**src/rtl/dbgstop_pkg.sv**
```systemverilog
package dbgstop_pkg;
  typedef enum logic [1:0] {
    A_STOPMASK = 2'd0,
    A_CAUSE    = 2'd1,
    A_CTRL     = 2'd2,
    A_INJECT   = 2'd3
  } reg_addr_e;

  localparam int CTRL_STEP_BIT = 0;
  localparam int CTRL_DIS_BIT  = 1;
endpackage

```
**src/rtl/dbgstop_regs.sv**
```systemverilog
module dbgstop_regs
  import dbgstop_pkg::*;
#(
  parameter int NUM_CLASS   = 14,
  parameter int CLS_W       = 4,
  parameter int DATA_W      = 32,
  parameter int BREAK_CLASS = 12
) (
  input  logic                 clk,
  input  logic                 rst_n,
  input  logic                 wr_en,
  input  reg_addr_e            wr_addr,
  input  logic [DATA_W-1:0]    wr_data,
  input  logic                 rd_en,
  input  reg_addr_e            rd_addr,
  input  logic                 exc_valid,
  input  logic [CLS_W-1:0]     exc_class,
  output logic [NUM_CLASS-1:0] stop_mask,
  output logic [NUM_CLASS-1:0] cause,
  output logic                 dis_q,
  output logic                 dis_nxt,
  output logic                 exc_hit,
  output logic                 exc_ignore,
  output logic [DATA_W-1:0]    rd_data,
  output logic                 rd_err
);
  logic                 step_q;
  logic [NUM_CLASS-1:0] hit_vec;
  logic [NUM_CLASS-1:0] cause_nxt;
  logic                 wr_cause;

  assign wr_cause = wr_en && (wr_addr == A_CAUSE);

  for (genvar i = 0; i < NUM_CLASS; i++) begin : g_class
    always_comb begin
      hit_vec[i]   = exc_valid && (exc_class == CLS_W'(i));
      cause_nxt[i] = hit_vec[i] ? stop_mask[i]
                   : (wr_cause ? wr_data[i] : cause[i]);
    end
  end

  assign exc_hit    = |(hit_vec & stop_mask);
  assign exc_ignore = exc_valid && (exc_class == CLS_W'(BREAK_CLASS)) && step_q;
  assign dis_nxt    = (wr_en && wr_addr == A_CTRL) ? wr_data[CTRL_DIS_BIT] : dis_q;

  always_ff @(posedge clk) begin
    if (!rst_n) begin
      stop_mask <= '0;
      cause     <= '0;
      step_q    <= 1'b0;
      dis_q     <= 1'b0;
    end else begin
      cause <= cause_nxt;
      dis_q <= dis_nxt;
      if (wr_en && wr_addr == A_STOPMASK) stop_mask <= wr_data[NUM_CLASS-1:0];
      if (wr_en && wr_addr == A_CTRL)     step_q    <= wr_data[CTRL_STEP_BIT];
    end
  end

  always_comb begin
    rd_data = '0;
    rd_err  = 1'b0;
    if (rd_en) begin
      case (rd_addr)
        A_STOPMASK: rd_data = DATA_W'(stop_mask);
        A_CAUSE:    rd_data = DATA_W'(cause);
        A_CTRL:     rd_data = DATA_W'({dis_q, step_q});
        default:    rd_err  = 1'b1;
      endcase
    end
  end

  // cause bit of the reported class takes the mask bit
  p_cause_load_r2: assert property (@(posedge clk) disable iff (!rst_n)
    exc_valid && (exc_class < CLS_W'(NUM_CLASS))
      |=> cause[$past(exc_class)] == $past(stop_mask[exc_class]));

  // codes outside the class range leave the record alone
  p_cause_bad_code_r2: assert property (@(posedge clk) disable iff (!rst_n)
    exc_valid && (exc_class >= CLS_W'(NUM_CLASS)) && !wr_cause |=> $stable(cause));

  // an errored read carries no data
  p_rd_err_zero_r9: assert property (@(posedge clk) disable iff (!rst_n)
    rd_err |-> (rd_data == '0) && rd_en);
endmodule

```
**src/rtl/dbgstop_stall.sv**
```systemverilog
module dbgstop_stall (
  input  logic clk,
  input  logic rst_n,
  input  logic dis_q,
  input  logic dis_nxt,
  input  logic exc_hit,
  input  logic ext_req,
  output logic stall_q,
  output logic stall_rise
);
  logic ext_q;
  logic ext_rise;
  logic ext_fall;
  logic stall_nxt;

  assign ext_rise = ext_req && !ext_q;
  assign ext_fall = !ext_req && ext_q;

  always_comb begin
    if (dis_nxt)       stall_nxt = 1'b0;
    else if (exc_hit)  stall_nxt = 1'b1;
    else if (ext_rise) stall_nxt = 1'b1;
    else if (ext_fall) stall_nxt = 1'b0;
    else               stall_nxt = stall_q;
  end

  assign stall_rise = stall_nxt && !stall_q;

  always_ff @(posedge clk) begin
    if (!rst_n) begin
      ext_q   <= 1'b0;
      stall_q <= 1'b0;
    end else begin
      ext_q   <= ext_req;
      stall_q <= stall_nxt;
    end
  end

  // disable holds the stall low
  p_disable_low_r5: assert property (@(posedge clk) disable iff (!rst_n)
    dis_q |-> !stall_q);

  // an armed exception stalls unless disabled
  p_exc_stall_r3: assert property (@(posedge clk) disable iff (!rst_n)
    exc_hit |=> stall_q || dis_q);

  // request fall releases the stall when nothing else intervenes
  p_ext_release_r4: assert property (@(posedge clk) disable iff (!rst_n)
    ext_fall && !exc_hit |=> !stall_q);
endmodule

```
**src/rtl/dbgstop_inject.sv**
```systemverilog
module dbgstop_inject #(
  parameter int DATA_W = 32
) (
  input  logic              clk,
  input  logic              rst_n,
  input  logic              wr_inj,
  input  logic [DATA_W-1:0] wr_data,
  input  logic              stall_q,
  input  logic              stall_rise,
  input  logic              core_in_reset,
  output logic              inj_valid,
  output logic [DATA_W-1:0] inj_data
);
  logic              pend_q;
  logic [DATA_W-1:0] word_q;
  logic [DATA_W-1:0] word_nxt;
  logic              issue;

  assign word_nxt = wr_inj ? wr_data : word_q;
  assign issue    = (wr_inj && stall_q && !core_in_reset)
                 || (stall_rise && (pend_q || wr_inj));

  always_ff @(posedge clk) begin
    if (!rst_n) begin
      pend_q    <= 1'b0;
      word_q    <= '0;
      inj_valid <= 1'b0;
      inj_data  <= '0;
    end else begin
      word_q    <= word_nxt;
      inj_valid <= issue;
      if (issue)       pend_q <= 1'b0;
      else if (wr_inj) pend_q <= 1'b1;
      if (issue)       inj_data <= word_nxt;
    end
  end

  // a write into a halted, running-out-of-reset core goes out next cycle
  p_issue_now_r7: assert property (@(posedge clk) disable iff (!rst_n)
    wr_inj && stall_q && !core_in_reset |=> inj_valid && (inj_data == $past(wr_data)));

  // a pending word goes out as the stall rises
  p_issue_on_rise_r8: assert property (@(posedge clk) disable iff (!rst_n)
    stall_rise && pend_q |=> inj_valid && stall_q);
endmodule

```
**src/rtl/dbgstop_ctrl.sv**
```systemverilog
module dbgstop_ctrl
  import dbgstop_pkg::*;
#(
  parameter int NUM_CLASS   = 14,
  parameter int CLS_W       = 4,
  parameter int DATA_W      = 32,
  parameter int BREAK_CLASS = 12
) (
  input  logic                 clk,
  input  logic                 rst_n,
  input  logic                 cfg_wr,
  input  logic                 cfg_rd,
  input  logic [1:0]           cfg_addr,
  input  logic [DATA_W-1:0]    cfg_wdata,
  output logic [DATA_W-1:0]    cfg_rdata,
  output logic                 cfg_err,
  input  logic                 exc_valid,
  input  logic [CLS_W-1:0]     exc_class,
  input  logic                 ext_stall_req,
  input  logic                 core_in_reset,
  output logic                 cpu_stall,
  output logic [NUM_CLASS-1:0] stop_reason,
  output logic                 exc_ignore,
  output logic                 inj_valid,
  output logic [DATA_W-1:0]    inj_data
);
  reg_addr_e            addr_e;
  logic [NUM_CLASS-1:0] stop_mask;
  logic                 dis_q;
  logic                 dis_nxt;
  logic                 exc_hit;
  logic                 stall_rise;
  logic                 wr_inj;

  assign addr_e = reg_addr_e'(cfg_addr);
  assign wr_inj = cfg_wr && (addr_e == A_INJECT);

  dbgstop_regs #(
    .NUM_CLASS(NUM_CLASS), .CLS_W(CLS_W), .DATA_W(DATA_W), .BREAK_CLASS(BREAK_CLASS)
  ) u_regs (
    .clk(clk), .rst_n(rst_n),
    .wr_en(cfg_wr), .wr_addr(addr_e), .wr_data(cfg_wdata),
    .rd_en(cfg_rd), .rd_addr(addr_e),
    .exc_valid(exc_valid), .exc_class(exc_class),
    .stop_mask(stop_mask), .cause(stop_reason),
    .dis_q(dis_q), .dis_nxt(dis_nxt), .exc_hit(exc_hit), .exc_ignore(exc_ignore),
    .rd_data(cfg_rdata), .rd_err(cfg_err)
  );

  dbgstop_stall u_stall (
    .clk(clk), .rst_n(rst_n),
    .dis_q(dis_q), .dis_nxt(dis_nxt), .exc_hit(exc_hit), .ext_req(ext_stall_req),
    .stall_q(cpu_stall), .stall_rise(stall_rise)
  );

  dbgstop_inject #(.DATA_W(DATA_W)) u_inject (
    .clk(clk), .rst_n(rst_n),
    .wr_inj(wr_inj), .wr_data(cfg_wdata),
    .stall_q(cpu_stall), .stall_rise(stall_rise), .core_in_reset(core_in_reset),
    .inj_valid(inj_valid), .inj_data(inj_data)
  );

  // ignore flag only accompanies a strobe
  p_ignore_needs_strobe_r6: assert property (@(posedge clk) disable iff (!rst_n)
    exc_ignore |-> exc_valid);
endmodule

```
**config.mk**
```make
export PLATFORM = sky130hd
export DESIGN_NAME = dbgstop_ctrl
export DESIGN_NICKNAME = d
export VERILOG_FILES = /design/src/rtl/dbgstop_pkg.sv /design/src/rtl/dbgstop_regs.sv /design/src/rtl/dbgstop_stall.sv /design/src/rtl/dbgstop_inject.sv /design/src/rtl/dbgstop_ctrl.sv
export SDC_FILE = /design/constraint.sdc
export NUM_CORES = 1
export LEC_CHECK = 0
export ABC_AREA = 1
export CORE_MARGIN = 2
export CORE_UTILIZATION = 65
export DETAILED_ROUTE_END_ITERATION = 10
export DONT_BUFFER_PORTS = 1
export HOLD_SLACK_MARGIN = 0.1
export PLACE_DENSITY = 0.81
export SLEW_MARGIN = 5
export SYNTH_ARGS = -nofsm -noshare
export SYNTH_HDL_FRONTEND = slang
export SYNTH_SLANG_ARGS = --single-unit
```
**constraint.sdc**
```tcl
create_clock -name clk -period 2.4 [get_ports clk]
set_input_delay 0.36 -clock clk [delete_from_list [all_inputs] [get_ports clk]]
set_output_delay 0.36 -clock clk [all_outputs]
set_load 0.01 [all_outputs]
```
==> metrics.txt <==
# TYPE chip_impl_metric gauge
chip_impl_metric{name="cts_num_sinks",unit=""} 98
chip_impl_metric{name="netSwitchingFraction",unit=""} 0.2692
chip_impl_metric{name="pwr-share-comb",unit=""} 0.097
chip_impl_metric{name="drt-vias-per-instance",unit=""} 5.829
chip_impl_metric{name="antenna_found_initial",unit=""} 0
chip_impl_metric{name="cts-buffers-inserted",unit=""} 9
chip_impl_metric{name="leakage",unit="uW"} 0.002238
chip_impl_metric{name="sum_neg_setup_slack",unit="ps"} 0
chip_impl_metric{name="placed_cells_incl_taps",unit=""} 670
chip_impl_metric{name="netSwitchingPower",unit="uW"} 842.8
chip_impl_metric{name="critical_path.max_stage_delay",unit="ps"} 450
chip_impl_metric{name="detailedRoute.firstPassIterationCount",unit=""} 6
chip_impl_info{name="worst_r2r_startpoint",value="u_stall.stall_q"} 1
chip_impl_metric{name="fin_crit_sh",unit=""} 0.7316
chip_impl_metric{name="grt_start_max_net_pins",unit=""} 82
chip_impl_metric{name="crit_fanout",unit=""} 33
chip_impl_metric{name="clk_path_buf_depth",unit=""} 2
chip_impl_metric{name="first_global_vias",unit=""} 3616
chip_impl_metric{name="max_clock_freq",unit="GHz"} 0.5695
chip_impl_metric{name="count_of_state_elements_after_synthesis",unit=""} 98
chip_impl_metric{name="critical_path_required",unit="ps"} 2710
chip_impl_metric{name="die_x",unit="um"} 86.77
chip_impl_metric{name="post_synthesis_cell_area",unit="sq um"} 4453
chip_impl_metric{name="clock_insertion_delay_at_the_later_pin_of_the_skew_report",unit="ps"} 360
chip_impl_metric{name="vdd.ir_drop.worst",unit="uV"} 478.9
chip_impl_metric{name="chipHeight",unit="um"} 86.77
chip_impl_metric{name="wl_per_cell",unit="um"} 16.00
chip_impl_info{name="rsz_0062_raised_after_global_routing",value="no"} 1
chip_impl_metric{name="number_of_hold_violations_in_the_final_report",unit=""} 0
chip_impl_metric{name="nNetsFinal",unit=""} 647
chip_impl_metric{name="synth.yosys.warnings",unit=""} 0
chip_impl_info{name="critical-path-top-delay-family",value="simple AND/OR/NAND/NOR gates"} 1
chip_impl_metric{name="post-cts-setup-buffers",unit=""} 0
chip_impl_info{name="clock-root-buffer",value="sky130_fd_sc_hd__clkbuf_8"} 1
chip_impl_info{name="critical-path-slowest-cell",value="sky130_fd_sc_hd__dfxtp_1"} 1
chip_impl_info{name="worstHoldStart",value="rst_n"} 1
chip_impl_metric{name="critPathArrivalTime",unit="ps"} 2070
chip_impl_metric{name="count_of_maximum_capacitance_violations",unit=""} 0
chip_impl_metric{name="setup_viol_count_final",unit=""} 0
chip_impl_metric{name="ys_types",unit=""} 26
chip_impl_metric{name="layout-drive-gt1-share",unit=""} 0.1188
chip_impl_metric{name="io_buffer_count",unit=""} 0
chip_impl_metric{name="drt_iter0_markers",unit=""} 249
chip_impl_metric{name="total_length_of_routed_wires",unit="mm"} 10.98
chip_impl_metric{name="cellPowerDensity",unit="nW/um^2"} 678.0
chip_impl_metric{name="antennaDiodeCount",unit=""} 0
chip_impl_metric{name="filler_cell_count",unit=""} 581
chip_impl_info{name="worstSetupPathType",value="flop to flop"} 1
chip_impl_metric{name="p_clk_frac",unit=""} 0.348
chip_impl_metric{name="ant_nets",unit=""} 0
chip_impl_metric{name="layout.core_utilization",unit=""} 0.6872
chip_impl_metric{name="route.vias.total",unit=""} 3999
chip_impl_metric{name="drcViolationCount",unit=""} 0
chip_impl_info{name="worstSetupStartpoint",value="u_stall.stall_q"} 1
chip_impl_metric{name="synth_cells",unit=""} 617
chip_impl_metric{name="layout_min_cycle_time",unit="ps"} 1756
chip_impl_info{name="worst_path_most_repeated_cell",value="sky130_fd_sc_hd__nand2_1"} 1
chip_impl_metric{name="critical_path_buf_inv_count",unit=""} 1
chip_impl_info{name="min-delay-path-class",value="input port to flop"} 1
chip_impl_metric{name="synth_sequential_area_ratio",unit=""} 0.4406
chip_impl_metric{name="std_cell_rows",unit=""} 30
chip_impl_metric{name="core_region_area",unit="sq um"} 6719
chip_impl_metric{name="instances_no_fill",unit=""} 686
chip_impl_metric{name="path_clk_slew",unit="ps"} 100
chip_impl_metric{name="grt.overflow.total",unit=""} 0
chip_impl_metric{name="timing.max_slew.rel_slack",unit=""} 0.5925
chip_impl_metric{name="internal_power",unit="uW"} 2288
chip_impl_metric{name="initial_core_util",unit=""} 0.6628
chip_impl_info{name="tritoncts_clock_tree",value="built"} 1
chip_impl_metric{name="h-tree-depth",unit=""} 3
chip_impl_metric{name="grt_first_pass_wirelength",unit="mm"} 17.22
chip_impl_info{name="critical_path.startpoint_type",value="flop"} 1
chip_impl_metric{name="cts_resized",unit=""} 0
chip_impl_info{name="crit_path_cell_trace",value="o21bai_1, nand2_1, nand2_1, inv_1, nand2_1, nor2_1, nand2_2, nand3_4, nand2_4, nand3_1, nand2_1"} 1
chip_impl_metric{name="timing.final.max_slew_violations",unit=""} 0
chip_impl_info{name="timing.critical_path.to_type",value="flop"} 1
chip_impl_metric{name="worstMarginPinSlew",unit="ps"} 610.6
chip_impl_metric{name="sequentialPowerShare",unit=""} 0.555
chip_impl_metric{name="dieArea",unit="sq um"} 7529
chip_impl_metric{name="io_pins",unit=""} 127
chip_impl_metric{name="grt.total_usage",unit=""} 0.2888
chip_impl_metric{name="place_hpwl",unit="mm"} 7.560
chip_impl_info{name="run_status",value="complete, no violations"} 1
chip_impl_metric{name="area.growth.synth_to_final",unit="%"} 3.681
chip_impl_metric{name="post_synth.cell_area_avg",unit="sq um"} 7.217
chip_impl_metric{name="finClkSkew",unit="ps"} 11.05
chip_impl_metric{name="gp_congestion",unit=""} 0.9154
path summary, 6_finish.rpt:
check / to / slack [ps] / cells after the start
hold / removal: u_inject.inj_data[11] / 130 / 2
setup / recovery: u_inject.inj_data[31] / 640 / 11
setup reg to reg: u_inject.inj_data[31] / 640 / 11
hold reg to reg: u_regs.step_q / 490 / 2
sequential cells by signal, indices dropped and copies added (netlist names):
signal              count
u_inject.inj_data      32
u_inject.pend_q         1
u_inject.inj_valid      1
u_inject.word_q        32
u_regs.dis_q            1
u_stall.ext_q           1
u_stall.stall_q         1
u_regs.step_q           1
u_regs.stop_mask       14
u_regs.cause           14
cells in the final DEF (no fill, tap or decap), drive strengths merged:
master and count:
clkbuf 9, or2 34, buf 11, nand2 91, nor3 2, nand3 76, dfxtp 98, bufinv 1
a31oi 12, o221ai 1, nand4 37, dlygate4sd3 1, conb 18, a21oi 20, inv 67, clkinvlp 2
o21bai 1, nor2 77, o21ai 48
timing repair:
item / in CTS / in global routing
setup endpoints to repair: 0 / 0
hold buffers: 1 / 0
hold endpoints to repair: 1 / 0
per-layer routing:
metal	track usage	share of wire	vias to the layer above
met4	0.1151	0.025	0
li1	-	-	1955
met1	0.3560	0.41	1872
met2	0.4944	0.49	150
met3	0.05810	0.071	22
met5	0	0	-
cell type report:
type                       instances  area (sq um)  share of cell area
multi-input combinational        417          2012              0.4358
tap                               80         100.1             0.02168
clock buffer                       9         123.9             0.02683
clock inverter                     6         73.82             0.01599
inverter                          64         240.2             0.05203
sequential                        98          1962              0.4249
timing repair buffer              12         105.1             0.02276
through the flow:
stage	worst slack (ps)	total power [uW]	hold slack [ps]	cell area, sq um
4_1_cts	633.5	3142	105.9	4617
5_1_grt	430.6	3255	123.3	4617
2_1_floorplan	823.0	2048	445.3	4517
6_report	644.1	3130	131.2	4617
3_3_place_gp	561.4	2064	456.1	4409
3_5_place_dp	494.4	2075	467.8	4409
logic make-up (layout without fill, tap and decap cells):
logic type | Yosys count | in the layout | share of synthesized area
other | 1 | 18 | 0.0008421
DFF | 98 | 98 | 0.4406
buffers and inverters | 119 | 91 | 0.1219
AOI/OAI and AO/OA | 82 | 82 | 0.09694
and+or+nand+nor | 317 | 317 | 0.3397
synthesized netlist by cell type:
cell                       count  area share
sky130_fd_sc_hd__nand3_4       1      0.0039
sky130_fd_sc_hd__inv_1        62       0.052
sky130_fd_sc_hd__nor2_2        5      0.0070
sky130_fd_sc_hd__o221ai_1      1      0.0020
sky130_fd_sc_hd__o21bai_1      1      0.0017
sky130_fd_sc_hd__nor2_1       71       0.060
sky130_fd_sc_hd__clkbuf_1     28       0.024
sky130_fd_sc_hd__nand2_4       1      0.0025
sky130_fd_sc_hd__a31oi_1      12       0.017
sky130_fd_sc_hd__nand4_1      37       0.052
sky130_fd_sc_hd__conb_1        1     0.00084
sky130_fd_sc_hd__nor3_1        1      0.0011
sky130_fd_sc_hd__buf_1         1     0.00084
sky130_fd_sc_hd__or2_2        34       0.048
sky130_fd_sc_hd__a21oi_1      20       0.022
sky130_fd_sc_hd__nor2_4        1      0.0025
sky130_fd_sc_hd__nand2_1      89       0.075
sky130_fd_sc_hd__nand3_1      75       0.084
sky130_fd_sc_hd__o21ai_0      48       0.054
sky130_fd_sc_hd__nor3_2        1      0.0022
sky130_fd_sc_hd__buf_4        18       0.030
sky130_fd_sc_hd__dfxtp_1      98        0.44
sky130_fd_sc_hd__nand2_2       1      0.0014
sky130_fd_sc_hd__buf_6         3      0.0076
sky130_fd_sc_hd__buf_2         5      0.0056
sky130_fd_sc_hd__inv_2         2      0.0017
power by group through the flow:
stage / registers [uW] / clock network (uW) / logic, uW
finish: 1740 / 1090 / 303
global route: 1750 / 1170 / 343
CTS: 1740 / 1100 / 302
detailed placement: 1780 / 0 / 299
global placement: 1770 / 0 / 290
floorplan: 1760 / 0 / 285
(Power assumes the default switching activity.)
